## src/rtl/pdn_pkg.sv

```systemverilog
package pdn_pkg;

    typedef struct packed {
        logic src_hirc;   // bit 9
        logic wait_cpu;   // bit 8
        logic pd_req;     // bit 7
        logic wk_flag;    // bit 6
        logic wk_ie;      // bit 5
        logic dly_en;     // bit 4
        logic lirc_on;    // bit 3
        logic hirc_on;    // bit 2
        logic lxt_on;     // bit 1
        logic hxt_on;     // bit 0
    } ctrl_t;

    localparam int CTRL_W = $bits(ctrl_t);
    localparam logic [CTRL_W-1:0] CTRL_RST = 10'h204;

    typedef enum logic [1:0] {
        ST_RUN        = 2'd0,
        ST_WAIT_SLEEP = 2'd1,
        ST_PDN        = 2'd2,
        ST_WAKE_DLY   = 2'd3
    } pdn_state_e;

    typedef struct packed {
        pdn_state_e state;
        logic       rdy;
    } fsm_t;

endpackage

```

## src/rtl/pdn_wake_sync.sv

```systemverilog
module pdn_wake_sync #(
    parameter int N_WAKE = 4
) (
    input  logic              clk,
    input  logic              rst_n,
    input  logic [N_WAKE-1:0] wake_evt_i,
    output logic              wake_o
);
    typedef struct packed {
        logic [N_WAKE-1:0] s1;
        logic [N_WAKE-1:0] s2;
    } sync_t;

    sync_t sync_d, sync_q;

    always_comb begin
        sync_d    = sync_q;
        sync_d.s1 = wake_evt_i;
        sync_d.s2 = sync_q.s1;
    end

    always_ff @(posedge clk or negedge rst_n) begin
        if (!rst_n) sync_q <= '0;
        else        sync_q <= sync_d;
    end

    assign wake_o = |sync_q.s2;

endmodule

```

## src/rtl/pdn_ctrl_regs.sv

```systemverilog
module pdn_ctrl_regs
    import pdn_pkg::*;
(
    input  logic              clk,
    input  logic              rst_n,
    input  logic              wr_en_i,
    input  logic [CTRL_W-1:0] wr_data_i,
    input  logic              unlock_i,
    input  logic              set_flag_i,
    input  logic              clr_req_i,
    output ctrl_t             ctrl_o
);
    ctrl_t ctrl_d, ctrl_q;
    ctrl_t wr_w;

    assign wr_w = ctrl_t'(wr_data_i);

    always_comb begin
        ctrl_d = ctrl_q;
        if (wr_en_i && unlock_i) begin
            ctrl_d         = wr_w;
            ctrl_d.wk_flag = ctrl_q.wk_flag;
        end
        if (wr_en_i && wr_w.wk_flag) ctrl_d.wk_flag = 1'b0;
        if (set_flag_i)              ctrl_d.wk_flag = 1'b1;
        if (clr_req_i)               ctrl_d.pd_req  = 1'b0;
    end

    always_ff @(posedge clk or negedge rst_n) begin
        if (!rst_n) ctrl_q <= ctrl_t'(CTRL_RST);
        else        ctrl_q <= ctrl_d;
    end

    assign ctrl_o = ctrl_q;

    assert_locked_stable_R10: assert property (@(posedge clk) disable iff (!rst_n)
        (wr_en_i && !unlock_i && !clr_req_i) |=>
        $stable({ctrl_q.src_hirc, ctrl_q.wait_cpu, ctrl_q.pd_req, ctrl_q.wk_ie,
                 ctrl_q.dly_en, ctrl_q.lirc_on, ctrl_q.hirc_on, ctrl_q.lxt_on,
                 ctrl_q.hxt_on}));

    assert_flag_set_R8: assert property (@(posedge clk) disable iff (!rst_n)
        set_flag_i |=> ctrl_q.wk_flag);

endmodule

```

## src/rtl/pdn_dly_timer.sv

```systemverilog
module pdn_dly_timer #(
    parameter int DLY_LONG  = 4096,
    parameter int DLY_SHORT = 256
) (
    input  logic clk,
    input  logic rst_n,
    input  logic start_i,
    input  logic run_i,
    input  logic src_hirc_i,
    input  logic hxt_tick_i,
    input  logic hirc_tick_i,
    output logic done_o
);
    localparam int CNT_W = $clog2(DLY_LONG + 1);

    logic [CNT_W-1:0] cnt_d, cnt_q;
    logic             tick;

    assign tick = src_hirc_i ? hirc_tick_i : hxt_tick_i;

    always_comb begin
        cnt_d = cnt_q;
        if (start_i)
            cnt_d = src_hirc_i ? CNT_W'(DLY_SHORT) : CNT_W'(DLY_LONG);
        else if (run_i && tick && cnt_q != '0)
            cnt_d = cnt_q - 1'b1;
    end

    always_ff @(posedge clk or negedge rst_n) begin
        if (!rst_n) cnt_q <= '0;
        else        cnt_q <= cnt_d;
    end

    assign done_o = run_i && tick && (cnt_q <= CNT_W'(1));

    assert_cnt_bound_R5: assert property (@(posedge clk) disable iff (!rst_n)
        cnt_q <= CNT_W'(DLY_LONG));

    assert_no_tick_hold_R6: assert property (@(posedge clk) disable iff (!rst_n)
        (run_i && !tick && !start_i) |=> $stable(cnt_q));

endmodule

```

## src/rtl/pdn_seq.sv

```systemverilog
module pdn_seq
    import pdn_pkg::*;
#(
    parameter int N_WAKE    = 4,
    parameter int DLY_LONG  = 4096,
    parameter int DLY_SHORT = 256
) (
    input  logic              clk,
    input  logic              rst_n,
    input  logic              wr_en,
    input  logic [CTRL_W-1:0] wr_data,
    input  logic              unlock,
    output logic [CTRL_W-1:0] rd_data,
    input  logic              cpu_sleep,
    input  logic [N_WAKE-1:0] wake_evt,
    input  logic              hxt_tick,
    input  logic              hirc_tick,
    output logic              hxt_en,
    output logic              lxt_en,
    output logic              hirc_en,
    output logic              lirc_en,
    output logic              pll_en,
    output logic              sysclk_en,
    output logic              sysclk_rdy,
    output logic              wake_irq
);
    ctrl_t ctrl;
    logic  wake;
    logic  clr_req;
    logic  start_dly;
    logic  dly_done;
    fsm_t  fsm_d, fsm_q;

    pdn_wake_sync #(.N_WAKE(N_WAKE)) u_sync (
        .clk        (clk),
        .rst_n      (rst_n),
        .wake_evt_i (wake_evt),
        .wake_o     (wake)
    );

    pdn_ctrl_regs u_regs (
        .clk        (clk),
        .rst_n      (rst_n),
        .wr_en_i    (wr_en),
        .wr_data_i  (wr_data),
        .unlock_i   (unlock),
        .set_flag_i (wake),
        .clr_req_i  (clr_req),
        .ctrl_o     (ctrl)
    );

    pdn_dly_timer #(.DLY_LONG(DLY_LONG), .DLY_SHORT(DLY_SHORT)) u_timer (
        .clk         (clk),
        .rst_n       (rst_n),
        .start_i     (start_dly),
        .run_i       (fsm_q.state == ST_WAKE_DLY),
        .src_hirc_i  (ctrl.src_hirc),
        .hxt_tick_i  (hxt_tick),
        .hirc_tick_i (hirc_tick),
        .done_o      (dly_done)
    );

    always_comb begin
        fsm_d     = fsm_q;
        clr_req   = 1'b0;
        start_dly = 1'b0;
        case (fsm_q.state)
            ST_RUN: begin
                if (ctrl.pd_req) begin
                    if (ctrl.wait_cpu) begin
                        fsm_d.state = ST_WAIT_SLEEP;
                    end else begin
                        fsm_d.state = ST_PDN;
                        fsm_d.rdy   = 1'b0;
                    end
                end
            end
            ST_WAIT_SLEEP: begin
                if (wake) begin
                    fsm_d.state = ST_RUN;
                    clr_req     = 1'b1;
                end else if (!ctrl.pd_req) begin
                    fsm_d.state = ST_RUN;
                end else if (cpu_sleep) begin
                    fsm_d.state = ST_PDN;
                    fsm_d.rdy   = 1'b0;
                end
            end
            ST_PDN: begin
                if (wake) begin
                    clr_req = 1'b1;
                    if (ctrl.dly_en) begin
                        fsm_d.state = ST_WAKE_DLY;
                        start_dly   = 1'b1;
                    end else begin
                        fsm_d.state = ST_RUN;
                        fsm_d.rdy   = 1'b1;
                    end
                end
            end
            default: begin
                if (dly_done) begin
                    fsm_d.state = ST_RUN;
                    fsm_d.rdy   = 1'b1;
                end
            end
        endcase
    end

    always_ff @(posedge clk or negedge rst_n) begin
        if (!rst_n) begin
            fsm_q.state <= ST_RUN;
            fsm_q.rdy   <= 1'b1;
        end else begin
            fsm_q <= fsm_d;
        end
    end

    logic in_pdn;
    assign in_pdn     = (fsm_q.state == ST_PDN);
    assign hxt_en     = ctrl.hxt_on  && !in_pdn;
    assign hirc_en    = ctrl.hirc_on && !in_pdn;
    assign lxt_en     = ctrl.lxt_on;
    assign lirc_en    = ctrl.lirc_on;
    assign pll_en     = !in_pdn;
    assign sysclk_en  = (fsm_q.state == ST_RUN) || (fsm_q.state == ST_WAIT_SLEEP);
    assign sysclk_rdy = fsm_q.rdy;
    assign wake_irq   = ctrl.wk_flag && ctrl.wk_ie;
    assign rd_data    = ctrl;

    assert_direct_entry_R1: assert property (@(posedge clk) disable iff (!rst_n)
        (fsm_q.state == ST_RUN && ctrl.pd_req && !ctrl.wait_cpu) |=> (fsm_q.state == ST_PDN));

    assert_wait_holds_R2: assert property (@(posedge clk) disable iff (!rst_n)
        (fsm_q.state == ST_WAIT_SLEEP && !cpu_sleep) |=> (fsm_q.state != ST_PDN));

    assert_req_clears_R3: assert property (@(posedge clk) disable iff (!rst_n)
        (fsm_q.state == ST_PDN && wake) |=> !ctrl.pd_req);

    assert_cancel_R11: assert property (@(posedge clk) disable iff (!rst_n)
        (fsm_q.state == ST_WAIT_SLEEP && wake) |=> (fsm_q.state == ST_RUN && !ctrl.pd_req));

endmodule

```

## config.mk

```make
export PLATFORM = sky130hd
export DESIGN_NAME = pdn_seq
export DESIGN_NICKNAME = d
export VERILOG_FILES = /design/src/rtl/pdn_pkg.sv /design/src/rtl/pdn_wake_sync.sv /design/src/rtl/pdn_ctrl_regs.sv /design/src/rtl/pdn_dly_timer.sv /design/src/rtl/pdn_seq.sv
export SDC_FILE = /design/constraint.sdc
export NUM_CORES = 1
export LEC_CHECK = 0
export BUFFER_PORTS_ARGS = -buffer_cell sky130_fd_sc_hd__buf_2
export CAP_MARGIN = 10
export CORE_UTILIZATION = 48
export DETAILED_ROUTE_END_ITERATION = 16
export GPL_TIMING_DRIVEN = 0
export PLACE_DENSITY_LB_ADDON = 0.2
export SLEW_MARGIN = 10
export SYNTH_ARGS = -nofsm -noshare
export SYNTH_HDL_FRONTEND = slang
export SYNTH_SLANG_ARGS = --single-unit
export TNS_END_PERCENT = 50
```

## constraint.sdc

```tcl
create_clock -name clk -period 2.05 [get_ports clk]
set_input_delay 0.1025 -clock clk [delete_from_list [all_inputs] [get_ports clk]]
set_output_delay 0.1025 -clock clk [all_outputs]
set_load 0.05 [all_outputs]
```

* Yosys cells after proc, flatten, opt, wreduce, memory -nomap -nowiden *
Cells that the tools add are included.

word-level totals
  latch bits = 0
  logic and storage cells = 74
  memories = 0
  memory bits (writable) = 0
  output and inout bits = 18
  bits in read-only memories = 0
  input bits = 21
  flip-flop bits (word level) = 34

cells by class
  reduce and logical (&&, ||, !) cells = 20
  bitwise operators = 0
  shift operators = 0
  multiplexer cells = 26
  $mul = 0
  equal/unequal tests = 11
  add/subtract/negate cells = 1
  div/mod/pow operators = 0
  order comparisons = 1

operator list
  operator                                                                            number
  13-bit 2-to-1 mux                                                                   3
  13-bit by 1-bit less-or-equal comparator with 1-bit output (second input constant)  1
  1-bit 2-to-1 mux                                                                    13
  13-bit nonzero test                                                                 1
  13-bit by 1-bit subtractor with 13-bit output (second input constant)               1
  3-bit 2-to-1 mux                                                                    4
  3-bit one-hot mux with 3 select lines                                               1
  1-bit logical AND                                                                   8
  2-bit 2-to-1 mux                                                                    4
  8-bit 2-to-1 mux                                                                    1
  2-bit inequality test (second input constant)                                       4
  8-bit AND reduction                                                                 1
  2-bit by 1-bit inequality test with 1-bit output (second input constant)            3
  2-bit nonzero test                                                                  3
  2-bit equality test (second input constant)                                         2
  4-bit by 3-bit inequality test with 1-bit output (second input constant)            1
  4-bit AND reduction                                                                 1
  4-bit nonzero test                                                                  1
  4-bit OR reduction                                                                  1
  2-bit by 1-bit equality test with 1-bit output (second input constant)              1
  2-bit logical NOT                                                                   1
  2-bit OR reduction                                                                  1
  1-bit logical NOT                                                                   1
  1-bit logical OR                                                                    1

* Depth between registers and ports, before layout *
  depth after elaboration = 5
  mapped depth = 7
  depth with buffers taken out = 7

* By module *
From an unflattened synthesis, not the netlist that was laid out.

unflattened totals
  cell total of the unflattened synthesis = 162
  area total of the unflattened synthesis = 1854.3 um2

by module, submodules not included
  module         area an instance (um2)  instances  sequential area each (um2)  cells an instance
  pdn_dly_timer  845.8                   1          325.3                       88
  pdn_ctrl_regs  424.2                   1          252.7                       25
  pdn_seq        376.6                   1          76.3                        40
  pdn_wake_sync  207.7                   1          200.2                       9

* Worst setup path before layout *
No wires, ideal clock.

  path type = register -> register
  start point = reg fsm_q[1] (netlist bit)
  end point = reg fsm_q[1] (netlist bit)
  setup time = 128 ps
  required time = 1922 ps
  stages on the path, launching flop included = 8
  setup slack = 59 ps
  data arrival time = 1864 ps
  period minus slack after synthesis = 1991 ps
  buffers on the path = 0
  cells stage by stage = dfrtp_1 inv_1 ha_1 or3_1 a21oi_1 a2111oi_4 o21ai_2 mux2_1

between the ends
  longest elaborated chain between the ends = 5
  elaborated cells on any way between the ends = 12
  those cells by class = eq/ne: 6; mux: 1; reduce/logical: 5

ends and longest elaborated chain
  what                                  RTL line             text
  start, declared                       pdn_seq.sv:32        fsm_t fsm_d, fsm_q;
  start signal, assigned                pdn_seq.sv:115       fsm_q <= fsm_d;
  2-bit equality test                   pdn_seq.sv:56        .run_i (fsm_q.state == ST_WAKE_DLY),
  1-bit logical AND (2 in series)       pdn_dly_timer.sv:34  assign done_o = run_i && tick && (cnt_q <= CNT_W'(1));
  4-bit nonzero test (no source line)   -
  4-bit AND reduction (no source line)  -

Parallel ways exist; a longest one is shown, timed or not.
A chain may end at the register's enable or synchronous reset.

* Worst setup path in the final report *
  start point = reg fsm_q[2] (netlist bit)
  end point = reg fsm_q[2] (netlist bit)

The elaborated chain is that of the path after synthesis.

==> PnR_summary.wiki <==
{| class="wikitable"
! Metric !! Value
|-
| Starting utilization of the core area || 50.8%
|-
| Ratio of cells with drive above 1 in the final layout || 38.1%
|-
| Dominant combinational cell family by area after synthesis || simple AND/OR/NAND/NOR gates
|-
| DR vias || 1,353
|-
| # DRC || 0
|-
| Count of final hold-check violations || 0
|-
| Routed via count divided by cell count || 5.29
|-
| Final Instance Area || 0.00225 mm2
|-
| Top-level I/O count || 39
|-
| Main area contributors after synthesis || dfrtp_1, mux2_2, ha_1
|-
| Number of nets with antenna violations after detailed routing || 0
|-
| Fraction of post-synthesis cell area in the top cell type by area || 45.4%
|-
| Horizontal extent of the die || 61.7 um
|-
| Worst Path Class, Setup || flip-flop to flip-flop
|-
| Worst-path cell with the longest stage delay || dfrtp_2
|-
| Fraction of the mapped netlist area in simple logic gates || 19.4%
|-
| Cell type with the largest total area after synthesis || dfrtp_1
|-
| Final critical path time including I/O delays and setup || 1980 ps
|-
| Fraction of registers with async set/reset || 100%
|-
| TritonRoute pass-1 iters || 4
|-
| Power share of the combinational group || 47.1%
|-
| Post-Synthesis Net Count || 177
|-
| Path class of the lowest-slack min-delay path || input pin to flip-flop
|-
| Remaining global-route overflow || 0
|-
| EDFF count, synth || 0
|-
| Startpoint types || flip-flop
|-
| Floorplan die area || 0.00380 mm2
|-
| Count of buffers from port buffering || 38
|-
| Maximum number of pins on one net before global-route repair || 35
|-
| Power spent charging and discharging nets || 1320 uW
|-
| Clock buffer count from CTS || 5
|-
| Relative contribution of the clock network to total power || 19.8%
|-
| Routed len/inst || 14.0 um
|-
| Req. time, crit path || 2280 ps
|-
| Critical path endpoint category || flip-flop
|-
| Post-Synth Adder-Cell Area || 5.86%
|-
| Area growth, synth to finish || 31.7%
|-
| CTS tree || yes
|-
| Cell-internal power || 1820 uW
|-
| Flop and latch count out of synthesis || 34
|-
| All-layer global routing usage || 20.8%
|-
| Clock root buffer || clkbuf_4
|-
| Slew at the pin with the worst max-slew slack || 733 ps
|-
| Clock Sinks || 34
|-
| Ordered cell list for the critical path || inv_1, ha_1, or3_4, a41oi_2, a2111oi_4, o21ai_2, mux2_1
|-
| Synth Area in Compound Gates || 9.22%
|-
| Most frequently used flop master after synthesis || dfrtp_1
|-
| Warning count from the yosys run || 0
|-
| Vias in the first global route || 1,270
|-
| Mean post-synth cell area || 11.5 um2
|-
| Count of pins over their slew limit || 0
|-
| Combined area of all synthesized cells || 0.00171 mm2
|-
| Core footprint || 0.00336 mm2
|-
| WL final || 3580 um
|-
| Clock buffer depth || 2
|-
| Switching Share || 42.0%
|-
| Worst relative slew slack || 51.1%
|-
| Signal arrival time at the worst endpoint || 2210 ps
|-
| Crit path setup slack, layout || 70.5 ps
|-
| Diode count || 0
|-
| Post-route clock skew || 7.59 ps
|-
| Number of endpoints failing setup at the final stage || 0
|-
| Routability-driven placement congestion ratio || 0.822
|-
| 1st-iter DRT viols || 41
|-
| Maximum ir drop on the vdd rail || 0.867 mV
|-
| Worst Path Max Fanout || 5
|-
| Mapped Cells || 148
|-
| Number of nets in the layout || 238
|-
| Standard-cell row count || 21
|-
| Mux cell area share after synthesis || 7.83%
|-
| PD cells || 1400 mW/mm2
|-
| Antenna violations before repair || 0
|-
| Largest stage delay, worst path || 440 ps
|-
| H-Tree Depth || 2
|-
| Synth cell types || 43
|-
| Share of total power in sequential cells || 33.1%
|-
| Final cycle utilization of the critical path || 96.6%
|-
| Sequential fraction of the synthesis area || 50.0%
|-
| Worst slack at placement || -144 ps
|-
| Leak pwr || 0.00101 uW
|-
| Highest attainable clock frequency || 505 MHz
|-
| Register clock-pin slew on the reported worst setup and hold paths || 110 ps
|-
| Total placed instance area || 0.00196 mm2
|-
| Status || complete, no violations
|-
| Final HPWL DP || 2470 um
|-
| Max capacitance violation total || 0
|-
| Global-route wire length before repair || 5630 um
|-
| Die height || 61.7 um
|-
| Synth Area in XOR/XNOR || 4.61%
|-
| Worst-Skew Late Latency || 340 ps
|}
metal layers:
| layer | track usage (%) | vias to the layer above | part of all wire [%] |
|---|---|---|---|
| li1 | - | 644 | - |
| met1 | 26.4 | 666 | 44 |
| met2 | 35.2 | 36 | 51 |
| met3 | 5.67 | 7 | 4.1 |
| met4 | 5.71 | 0 | 1.2 |
| met5 | 0 | - | 0 |
power by group through the flow:
stage	combinational, uW	sequential (uW)	clock, uW
after CTS	1420	1030	635
after global placement	1320	1020	0
after detailed placement	1360	1040	0
after floorplan	957	1140	0
final	1480	1040	621
after global routing	1610	1060	666
registers in the layout, indices dropped and copies added, names as in the netlist:
register	flops
u_sync.sync_q	4
fsm_q	2
u_regs.ctrl_o	10
u_timer.cnt_q	13
sysclk_rdy	1
u_sync.sync_d	4
kinds of logic (layout without fill, tap and decap cells):
| logic type | after synthesis | in the layout |
|---|---|---|
| DFF | 34 | 34 |
| adders and majority gates | 8 | 8 |
| AOI/OAI and AO/OA | 19 | 19 |
| and+or+nand+nor | 55 | 55 |
| buffers and inverters | 11 | 73 |
| muxes | 12 | 12 |
| xor gates and xnor gates | 9 | 9 |
Yosys cell counts, drive strengths merged, types with 2 or more instances:
library cell,count
a21oi,7
a31oi,2
a41oi,2
and2,2
buf,3
clkbuf,2
dfrtp,31
dfstp,3
ha,8
inv,6
mux2,11
nand2,7
nand3,4
nand4,4
nor2,17
nor2b,3
nor3,4
nor4,4
o21ai,2
or3,2
xnor2,6
xor2,3
layout make-up:
type | instances | area, um2
Clock buffer | 5 | 37.5
Inverter | 6 | 22.5
Sequential cell | 34 | 857
Fill cell | 287 | 1110
Buffer | 5 | 30.0
Multi-Input combinational cell | 103 | 832
Tap cell | 46 | 57.6
Clock inverter | 3 | 68.8
Timing Repair Buffer | 54 | 345
cells in the final DEF, fill, tap and decap left out, types with 2 or more instances in the layout:
cell type and n:
nand4_1 4, dfstp_2 3, a31oi_1 2, mux2_2 9, xnor2_1 6, nor4_4 3, clkbuf_4 5, mux2_1 2
nor2_1 17, inv_1 6, buf_4 5, buf_2 38, dfrtp_1 29, and2_1 2, nand3_1 4, bufinv_16 2
dfrtp_2 2, nor3_1 3, xor2_1 3, nand2_1 7, a21oi_1 6, dlygate4sd3_1 14, nor2b_1 3, ha_1 7
clkbuf_1 2
through the flow:
step	hold WS, ps	cells	TNS (ps)	util [%]	power (uW)
final	27.6	256	0	66.9	3140
after global routing	60.1	256	-17.3	66.9	3340
after CTS	17.0	255	0	66.2	3090
after global placement	196	232	-188	58.2	2340
after detailed placement	205	232	-283	58.2	2400
after floorplan	-193	148	0	-	2100
worst max-delay path: cells and delay by family (launching register included):
family | cells | cell delay [ps]
adders and majority gates | 1 | 230
and+or+nand+nor | 1 | 390
buffers and inverters | 1 | 80
DFF | 1 | 440
AOI/OAI and AO/OA | 3 | 390
muxes | 1 | 340
what timing repair did:
item,in CTS,in global routing
setup endpoints to repair,2,5
resized for setup,4,3
pin swaps,0,1
setup buffers,1,1
hold endpoints to repair,44,0
hold buffers,14,0
gates cloned,0,0
path summary, 6_finish.rpt:
kind	end	start	cells past startpoint	slack [ps]
hold / removal	u_regs.ctrl_o[7]$_DFFE_PN0P_	wr_data[7]	3	30
setup reg to reg	fsm_q[2]$_DFFE_PN0P_	fsm_q[2]$_DFFE_PN0P_	7	70
setup / recovery	fsm_q[2]$_DFFE_PN0P_	fsm_q[2]$_DFFE_PN0P_	7	70
hold reg to reg	u_sync.sync_q[2]$_DFF_PN0_	u_sync.sync_d[2]$_DFF_PN0_	0	360
max in group asynchronous	fsm_q[2]$_DFFE_PN0P_	rst_n	2	1200
min in group asynchronous	u_timer.cnt_q[3]$_DFFE_PN0P_	rst_n	2	340
No activity file was read; power rests on OpenSTA's default activity.
